--- src/rtl/pkt_pkg.sv ---
package pkt_pkg;
  localparam int BYTE_W = 8;
  localparam int LEN_W  = 16;
  localparam int ERR_W  = 2;

  typedef enum logic [3:0] {
    ST_HUNT, ST_ID, ST_ADDR, ST_TYPE, ST_LENH, ST_LENL, ST_PAY, ST_CHK, ST_END
  } pstate_t;

  typedef enum logic [ERR_W-1:0] {
    ERR_TYPE    = 2'd0,
    ERR_CRC     = 2'd1,
    ERR_END     = 2'd2,
    ERR_TIMEOUT = 2'd3
  } perr_t;

  localparam logic [BYTE_W-1:0] OP_SET   = 8'h01;
  localparam logic [BYTE_W-1:0] OP_QUERY = 8'h02;
  localparam logic [BYTE_W-1:0] OP_SORT  = 8'h03;
  localparam logic [BYTE_W-1:0] CRC_POLY = 8'h07;
endpackage

--- src/rtl/pkt_crc8.sv ---
module pkt_crc8
  import pkt_pkg::*;
(
  input  logic [BYTE_W-1:0] crc_in,
  input  logic [BYTE_W-1:0] data_in,
  output logic [BYTE_W-1:0] crc_out
);
  always_comb begin
    logic [BYTE_W-1:0] c;
    c = crc_in ^ data_in;
    for (int i = 0; i < BYTE_W; i++) begin
      c = c[BYTE_W-1] ? ((c << 1) ^ CRC_POLY) : (c << 1);
    end
    crc_out = c;
  end
endmodule

--- src/rtl/pkt_idle_timer.sv ---
module pkt_idle_timer #(
  parameter int LIMIT = 16
) (
  input  logic clk,
  input  logic rst,
  input  logic busy,
  input  logic in_valid,
  output logic expire
);
  localparam int CW = (LIMIT < 2) ? 1 : $clog2(LIMIT);
  localparam logic [CW-1:0] LAST = CW'(LIMIT - 1);

  logic [CW-1:0] cnt;

  assign expire = busy && !in_valid && (cnt == LAST);

  always_ff @(posedge clk) begin
    if (rst || !busy || in_valid) cnt <= '0;
    else if (cnt != LAST)         cnt <= cnt + 1'b1;
  end
endmodule

--- src/rtl/pkt_parser.sv ---
module pkt_parser
  import pkt_pkg::*;
#(
  parameter logic [7:0] SOF_BYTE = 8'hA5,
  parameter logic [7:0] EOF_BYTE = 8'h5A,
  parameter int         TIMEOUT  = 16
) (
  input  logic              clk,
  input  logic              rst,
  input  logic              in_valid,
  input  logic [7:0]        in_byte,
  output logic [7:0]        pkt_id,
  output logic [7:0]        pkt_addr,
  output logic [7:0]        pkt_type,
  output logic [LEN_W-1:0]  pkt_len,
  output logic              hdr_valid,
  output logic              pay_valid,
  output logic [7:0]        pay_data,
  output logic              pay_last,
  output logic              pkt_ok,
  output logic              pkt_err,
  output logic [ERR_W-1:0]  err_code
);
  pstate_t          st;
  logic [7:0]       crc_q, crc_nx;
  logic [LEN_W-1:0] rem_q;
  logic             expire, type_ok;

  pkt_crc8 u_crc (.crc_in(crc_q), .data_in(in_byte), .crc_out(crc_nx));

  pkt_idle_timer #(.LIMIT(TIMEOUT)) u_tmr (
    .clk(clk), .rst(rst), .busy(st != ST_HUNT), .in_valid(in_valid), .expire(expire)
  );

  assign type_ok = (in_byte == OP_SET) || (in_byte == OP_QUERY) || (in_byte == OP_SORT);

  always_ff @(posedge clk) begin
    if (rst) begin
      st <= ST_HUNT;
      crc_q <= '0;
      rem_q <= '0;
      pkt_id <= '0;
      pkt_addr <= '0;
      pkt_type <= '0;
      pkt_len <= '0;
      hdr_valid <= 1'b0;
      pay_valid <= 1'b0;
      pay_data <= '0;
      pay_last <= 1'b0;
      pkt_ok <= 1'b0;
      pkt_err <= 1'b0;
      err_code <= '0;
    end else begin
      hdr_valid <= 1'b0;
      pay_valid <= 1'b0;
      pay_last  <= 1'b0;
      pkt_ok    <= 1'b0;
      pkt_err   <= 1'b0;
      if (expire) begin
        pkt_err  <= 1'b1;
        err_code <= ERR_TIMEOUT;
        st       <= ST_HUNT;
      end else if (in_valid) begin
        case (st)
          ST_HUNT: if (in_byte == SOF_BYTE) begin
            crc_q <= '0;
            st    <= ST_ID;
          end
          ST_ID: begin
            pkt_id <= in_byte;
            crc_q  <= crc_nx;
            st     <= ST_ADDR;
          end
          ST_ADDR: begin
            pkt_addr <= in_byte;
            crc_q    <= crc_nx;
            st       <= ST_TYPE;
          end
          ST_TYPE: begin
            pkt_type <= in_byte;
            crc_q    <= crc_nx;
            if (type_ok) st <= ST_LENH;
            else begin
              pkt_err  <= 1'b1;
              err_code <= ERR_TYPE;
              st       <= ST_HUNT;
            end
          end
          ST_LENH: begin
            pkt_len[LEN_W-1:8] <= in_byte;
            crc_q <= crc_nx;
            st    <= ST_LENL;
          end
          ST_LENL: begin
            pkt_len[7:0] <= in_byte;
            rem_q     <= {pkt_len[LEN_W-1:8], in_byte};
            crc_q     <= crc_nx;
            hdr_valid <= 1'b1;
            st <= ({pkt_len[LEN_W-1:8], in_byte} == '0) ? ST_CHK : ST_PAY;
          end
          ST_PAY: begin
            pay_valid <= 1'b1;
            pay_data  <= in_byte;
            pay_last  <= (rem_q == LEN_W'(1));
            rem_q     <= rem_q - 1'b1;
            crc_q     <= crc_nx;
            if (rem_q == LEN_W'(1)) st <= ST_CHK;
          end
          ST_CHK: begin
            if (in_byte == crc_q) st <= ST_END;
            else begin
              pkt_err  <= 1'b1;
              err_code <= ERR_CRC;
              st       <= ST_HUNT;
            end
          end
          ST_END: begin
            if (in_byte == EOF_BYTE) pkt_ok <= 1'b1;
            else begin
              pkt_err  <= 1'b1;
              err_code <= ERR_END;
            end
            st <= ST_HUNT;
          end
          default: st <= ST_HUNT;
        endcase
      end
    end
  end
endmodule

--- config.mk ---
export PLATFORM = sky130hd
export DESIGN_NAME = pkt_parser
export DESIGN_NICKNAME = d
export VERILOG_FILES = /design/src/rtl/pkt_pkg.sv /design/src/rtl/pkt_crc8.sv /design/src/rtl/pkt_idle_timer.sv /design/src/rtl/pkt_parser.sv
export SDC_FILE = /design/constraint.sdc
export NUM_CORES = 1
export LEC_CHECK = 0
export BUFFER_PORTS_ARGS = -buffer_cell sky130_fd_sc_hd__buf_2
export CAP_MARGIN = 30
export CORE_MARGIN = 2
export CORE_UTILIZATION = 60
export CTS_CLUSTER_DIAMETER = 50
export DETAILED_ROUTE_END_ITERATION = 7
export PLACE_DENSITY = 0.92
export SETUP_SLACK_MARGIN = 0.4
export SLEW_MARGIN = 0
export SYNTH_ARGS = -nofsm -noshare
export SYNTH_HDL_FRONTEND = slang
export SYNTH_SLANG_ARGS = --single-unit
export TNS_END_PERCENT = 10
--- constraint.sdc ---
create_clock -name clk -period 4.6 [get_ports clk]
set_input_delay 0.46 -clock clk [delete_from_list [all_inputs] [get_ports clk]]
set_output_delay 0.46 -clock clk [all_outputs]
set_load 0.02 [all_outputs]
# [Yosys cells after proc, flatten, opt, wreduce, memory -nomap -nowiden]
# Index checks and enable logic that the tools add are counted.
[word_totals] register_bits=87 ram_bits=0 out_inout_bits=55 wordCells=115 romBits=0 n_memories=0 input_bits=11 latch_bits=0
[op_classes] div=0 mux=32 eq_ne=22 add_sub_neg=2 shift=0 bitwise_logic=13 reduce_logical=30 n_mul=0 magnitude_cmp=0
[op_table] op="$pmux W16 S2" n=1
[op_table] op="$pmux W4 S8" n=1
[op_table] op="$mux W3" n=9
[op_table] op="$not A3 Y3" n=8
[op_table] op="$reduce_and A3 Y1" n=8
[op_table] op="$eq A16 B1 Y1 const B" n=1
[op_table] op="$eq A4 B3 Y1 const B" n=4
[op_table] op="$eq A8 B2 Y1 const B" n=2
[op_table] op="$logic_not A16 Y1" n=1
[op_table] op="$pmux W8 S2" n=1
[op_table] op="$sub A16 B1 Y16 const B" n=1
[op_table] op="$mux W4" n=3
[op_table] op="$mux W2" n=5
[op_table] op="$mux W1" n=9
[op_table] op="$ne A3 B3 Y1 const B" n=3
[op_table] op="$eq A4 B2 Y1 const B" n=2
[op_table] op="$eq A4 B4 Y1 const B" n=2
[op_table] op="$eq A8 B1 Y1 const B" n=1
[op_table] op="$eq A8 B7 Y1 const B" n=1
[op_table] op="$eq A8 B8 Y1" n=1
[op_table] op="$eq A8 B8 Y1 const B" n=1
[op_table] op="$mux W8" n=1
[op_table] op="$reduce_bool A4 Y1" n=2
[op_table] op="$reduce_or A4 Y1" n=2
[op_table] op="other kinds (18)" n=29

# [Longest topological paths before layout]
[logic_depth] depth_word=18 mapped_depth=9 depth_no_buf=8

# [Modules after synthesis]
# Synthesis repeated with hierarchy kept, for this count alone.
[unflattened] cells_unflattened=517 hier_area_um2=4219.0
[modules_own_cells] module="pkt_parser" area_each_um2=3782.4 cells_per_inst=477 instances=1 seq_area_each_um2=1661.6
[modules_own_cells] module="pkt_idle_timer" area_each_um2=224.0 cells_per_inst=20 instances=1 seq_area_each_um2=80.1
[modules_own_cells] module="pkt_crc8" area_each_um2=212.7 cells_per_inst=20 instances=1 seq_area_each_um2=0.0

# [Worst setup path before layout]
# Ideal clock, no wire load.
[synth_timing] path_type="input to register" startpoint="input in_byte[6]" endpoint="register st[3]" t_arrival_ps=2213 path_stages=8 t_required_ps=4514 setup_ps=86 setup_slack_ps=2302 path_buffers=1 path_cell_list="clkbuf_1 xnor2_1 ha_1 and3_1 nand3_1 or2_2 or3b_1 a211oi_1"
[synth_via] elab_chain_cells=3 word_cells_on_any_way=6 cone_classes="eq/ne: 3; mux: 2; reduce/logical: 1"
[synth_lines] item="start: declaration" line="pkt_parser.sv:11" source="input logic [7:0] in_byte,"
[synth_lines] item="$eq A8 B8 Y1 (on tied branches)" line="pkt_parser.sv:110, pkt_parser.sv:65"
[synth_lines] item="$mux W4 / $ne A2 B2 Y1 (equally long branches)"
[synth_lines] item="$pmux W4 S8 / $reduce_and A3 Y1 (equally long branches)"
[synth_lines] item="end signal: assignment" line="pkt_parser.sv:99" source="st <= ({pkt_len[LEN_W-1:8], in_byte} == '0) ? ST_CHK : ST_PAY;"
[synth_lines] item="end: declaration" line="pkt_parser.sv:24" source="pstate_t st;"
# Parallel ways exist; a longest one is shown, timed or not.
# A chain may end at the register's enable or synchronous reset.

# [Final worst setup path]
[layout_timing] startpoint="register st[1]" endpoint="register rem_q[14]"
[layout_via] elab_chain_cells=5 word_cells_on_any_way=9 cone_classes="eq/ne: 2; mux: 1; bitwise: 1; reduce/logical: 5"
[layout_lines] item="$reduce_bool A4 Y1" line="pkt_parser.sv:32" source=".clk(clk), .rst(rst), .busy(st != ST_HUNT), .in_valid(in_valid), .expire(expire)"
[layout_lines] item="$logic_and A1 B1 Y1 (2 in a row)" line="pkt_idle_timer.sv:15" source="assign expire = busy && !in_valid && (cnt == LAST);"
[layout_lines] item="$not A1 Y1 (no source line)"
[layout_lines] item="$reduce_and A3 Y1 (no source line)"
[layout_lines] item="end signal: assignment" line="pkt_parser.sv:96" source="rem_q <= {pkt_len[LEN_W-1:8], in_byte};"
[layout_lines] item="end signal: assignment" line="pkt_parser.sv:105" source="rem_q <= rem_q - 1'b1;"
[layout_lines] item="end: declaration" line="pkt_parser.sv:26" source="logic [LEN_W-1:0] rem_q;"
# Parallel ways exist; a longest one is shown, timed or not.

==> metrics.txt <==
status=finished clean; CTS Hold Bufs=0; nets@finish=527; Hold Path Origin=pkt_len[3]$_SDFFE_PP0P_; largest net degree at the start of global routing=63; # rows=29; initial antenna violation count=0; Total GRT Usage=29.9%; number of buffers created by CTS=9; Ports=66; PwrDens=325 nW/um^2; Die Y=86.2 microns; clock root cell=clkbuf_8; Worst Setup Path Type=reg2reg; DR vias/cell=6.44; n_diodes=0; CP startpoint kind=register; drt wl/cell=18.3 microns; GR Overflow Total=0; Max Clock Freq=368 MHz; Warnings, synthesis=0; Tmin final=2720 ps; Seq pwr share=52.5%; final wirelength=10.8 mm; Hold Fails Final Rpt=0; Finished Layout Cells=592; Max Slew Vio Count=0; ranking of synthesized cells by area=dfxtp_1 (43%), mux2i_1 (10%), nor2_1 (6.1%), xnor2_1 (3.7%), a21oi_1 (3.5%); Max clock buf depth=2; core area=6460 sq um; FILL cells=487; slowest CP cell=nand4bb_1; Lkg Pwr=1.95 nW; initial DRC count=483; cell total after placement=576; dominant cell type by area after synthesis=dfxtp_1; arrival time worst endpoint=3010 ps; unrepaired setup endpoints after global routing=false; CP peak stage delay=880 ps; Least-Margin Pin Slew=967 ps; 1st-pass router iterations=7; Pint=1.08 mW; part of the power in combinational logic=10.2%; worst path bufs/invs=0; Max FO, Critical Path=26; synthesis-stage register bit count=87; async set or reset register ratio after synthesis=0%; Setup Viol. Count Final=0; vias=3,812; reg2reg setup slack=1880 ps; r2r startpoint=st[1]$_SDFFE_PP0P_; post-route ant nets=0; cell family with most CP delay=simple AND/OR/NAND/NOR gates; gpl congestion=0.896; CTS clk-pin slew, worst paths=100 ps; Die ar.=7430 sq um; Die X-Extent=86.2 microns; htree depth=3; HPWL after DPL=6.94 mm; first-pass GRT wire length=17.5 mm; synthesized cell area=4050 sq um; Reg2Reg Depth=4; VDD IR max=0.241 mV; switch share=27.2%; reg-to-reg endpoint=rem_q[14]$_SDFFE_PP0P_; PortBufs=65; worst endpoint required time=4890 ps; Slew HR=35.2%; worst setup path start=st[1]$_SDFFE_PP0P_; Synth cell types=53; Initial Util=62.8%; Resize count post-CTS=0; Worst Hold End=pkt_len[3]$_SDFFE_PP0P_; Net Count, Synth=486; CTS tree=yes; share of cells above drive strength 1=17.1%; Tcrit/Tclk final=59.1%; Post-CTS Setup Inserts=0; setup TNS=0 ps; fin area=4550 sq um; Clock Sink Count=87; net switching power=402 uW; Mapped Cells=469; vias in the first global route=3,535; max cap viols=0; synth-to-layout area growth=12.3%; crit end category=register; share of the synthesized area in the top cell type=43.0%; DRC=0; number of flops mapped to enable cells by yosys=0; Hold WC Path Type=reg2reg; Final Skew=9.99 ps; placed inst area=4350 sq um; crit-path cells=nand4bb_1 -> nand2_1 -> o311ai_0 -> a31oi_1; mean post-synth cell area=8.64 sq um; Seq/Total Area, Yosys=43.0%; Clock Power Share=37.3%; Clk Latency, worst-skew pair=370 ps; Hold Path Stages=2; Primary FF master, synth=dfxtp_1
==> sequential cells by signal (all words and copies together), names as in the netlist <==
| register | flops |
|---|---|
| pkt_len | 16 |
| hdr_valid | 1 |
| pkt_type | 8 |
| pay_data | 8 |
| pkt_ok | 1 |
| u_tmr.cnt | 4 |
| pay_last | 1 |
| rem_q | 16 |
| pay_valid | 1 |
| st | 4 |
| pkt_id | 8 |
| err_code | 2 |
| crc_q | 8 |
| pkt_err | 1 |
| pkt_addr | 8 |
==> worst max path at each step <==
stage	endpoint	slack, ps	cells after the start
global placement	rem_q[14]$_SDFFE_PP0P_	2140	4
CTS	rem_q[14]$_SDFFE_PP0P_	1970	4
detailed placement	rem_q[14]$_SDFFE_PP0P_	1990	4
floorplan	st[3]$_SDFFE_PP0P_	2300	8
global route	rem_q[14]$_SDFFE_PP0P_	1630	4
finish	rem_q[14]$_SDFFE_PP0P_	1880	4
==> worst register-to-register path, cell delays in order (launching register included) <==
cell	delay (ps)
dfxtp_1	690
nand4bb_1	880
nand2_1	670
o311ai_0	220
a31oi_1	190
==> metrics by stage <==
stage	utilization [%]	hold slack, ps	worst slack, ps	power (mW)
floorplan	-	444	2300	0.903
global placement	67.4	449	2140	0.930
detailed placement	67.4	451	1990	0.938
CTS	70.5	461	1970	1.48
global route	70.5	471	1630	1.52
finish	70.5	464	1880	1.48
==> power groups by stage <==
| stage | registers [mW] | logic (mW) | clock network, mW |
|---|---|---|---|
| 6_report | 0.777 | 0.151 | 0.551 |
| 5_1_grt | 0.779 | 0.161 | 0.584 |
| 4_1_cts | 0.776 | 0.148 | 0.552 |
| 3_5_place_dp | 0.794 | 0.144 | 0 |
| 3_3_place_gp | 0.792 | 0.138 | 0 |
| 2_1_floorplan | 0.791 | 0.112 | 0 |
==> layer usage <==
layer	track usage (%)	wire [microns]	part of all wire (%)	up-vias
met4	11.4	365	3.4	0
met5	0	0	0	-
met3	8.48	1160	11	44
met1	37.5	4240	39	1769
met2	49.3	5050	47	255
li1	-	-	-	1744
==> cells by family (layout without fill, tap and decap cells) <==
logic type,after synthesis,in the layout,synth area share [%]
simple gates,187,187,23.0
buf+inv,42,88,3.89
mux,41,41,10.1
compound gates,83,83,13.2
flops,87,87,43.0
fa+ha+maj,6,6,1.85
xor+xnor,23,23,4.97
==> synth_stat cells, drive strengths merged (2+ instances only) <==
library cell  number
a21oi             28
o21ai             15
nor2              66
o31ai              3
or4b               3
nor3              13
or4                6
nand2b             5
or2                2
nand3             17
nand3b             4
a22oi              7
nand4b             2
nor2b              4
a211oi             8
xnor2             17
o311ai             3
nor4               5
a31oi              6
inv                5
a32oi              2
or3                6
o211ai             2
nand2             36
xor2               6
nor3b              5
ha                 6
mux2i             41
and3               5
dfxtp             87
clkbuf            36
nand4              3
==> cell usage in the layout, fill, tap and decap left out, types with 3 or more instances in the layout <==
cell / Yosys / final
nand4_1: 3 / 3
nand2b_1: 5 / 5
or4_1: 4 / 4
nor2_1: 66 / 66
nor3b_1: 5 / 5
xor2_1: 6 / 6
a21oi_1: 28 / 28
nand2_1: 36 / 36
nand3_1: 17 / 17
dfxtp_1: 87 / 87
ha_1: 6 / 6
xnor2_1: 17 / 17
inv_6: 0 / 3
nor2b_1: 4 / 4
nor4_1: 5 / 5
inv_1: 5 / 5
a31oi_1: 6 / 6
o21ai_0: 11 / 11
clkbuf_8: 0 / 9
o31ai_1: 3 / 3
buf_2: 0 / 65
and3_1: 5 / 5
nor3_1: 13 / 13
or4b_1: 3 / 3
mux2i_1: 41 / 41
or3_1: 6 / 6
a22oi_1: 7 / 7
a211oi_1: 7 / 7
o21ai_1: 3 / 3
nand3b_1: 4 / 4
==> layout make-up <==
| class | instances | area, sq um | share of cell area (%) |
|---|---|---|---|
| timing repair buffer | 67 | 340 | 7.47 |
| multi-input combinational | 340 | 2150 | 47.3 |
| inverter | 5 | 18.8 | 0.412 |
| tap | 77 | 96.3 | 2.12 |
| clock buffer | 9 | 124 | 2.72 |
| sequential | 87 | 1740 | 38.2 |
| clock inverter | 7 | 78.8 | 1.73 |
Note: power is estimated with default switching activity, not from simulation.
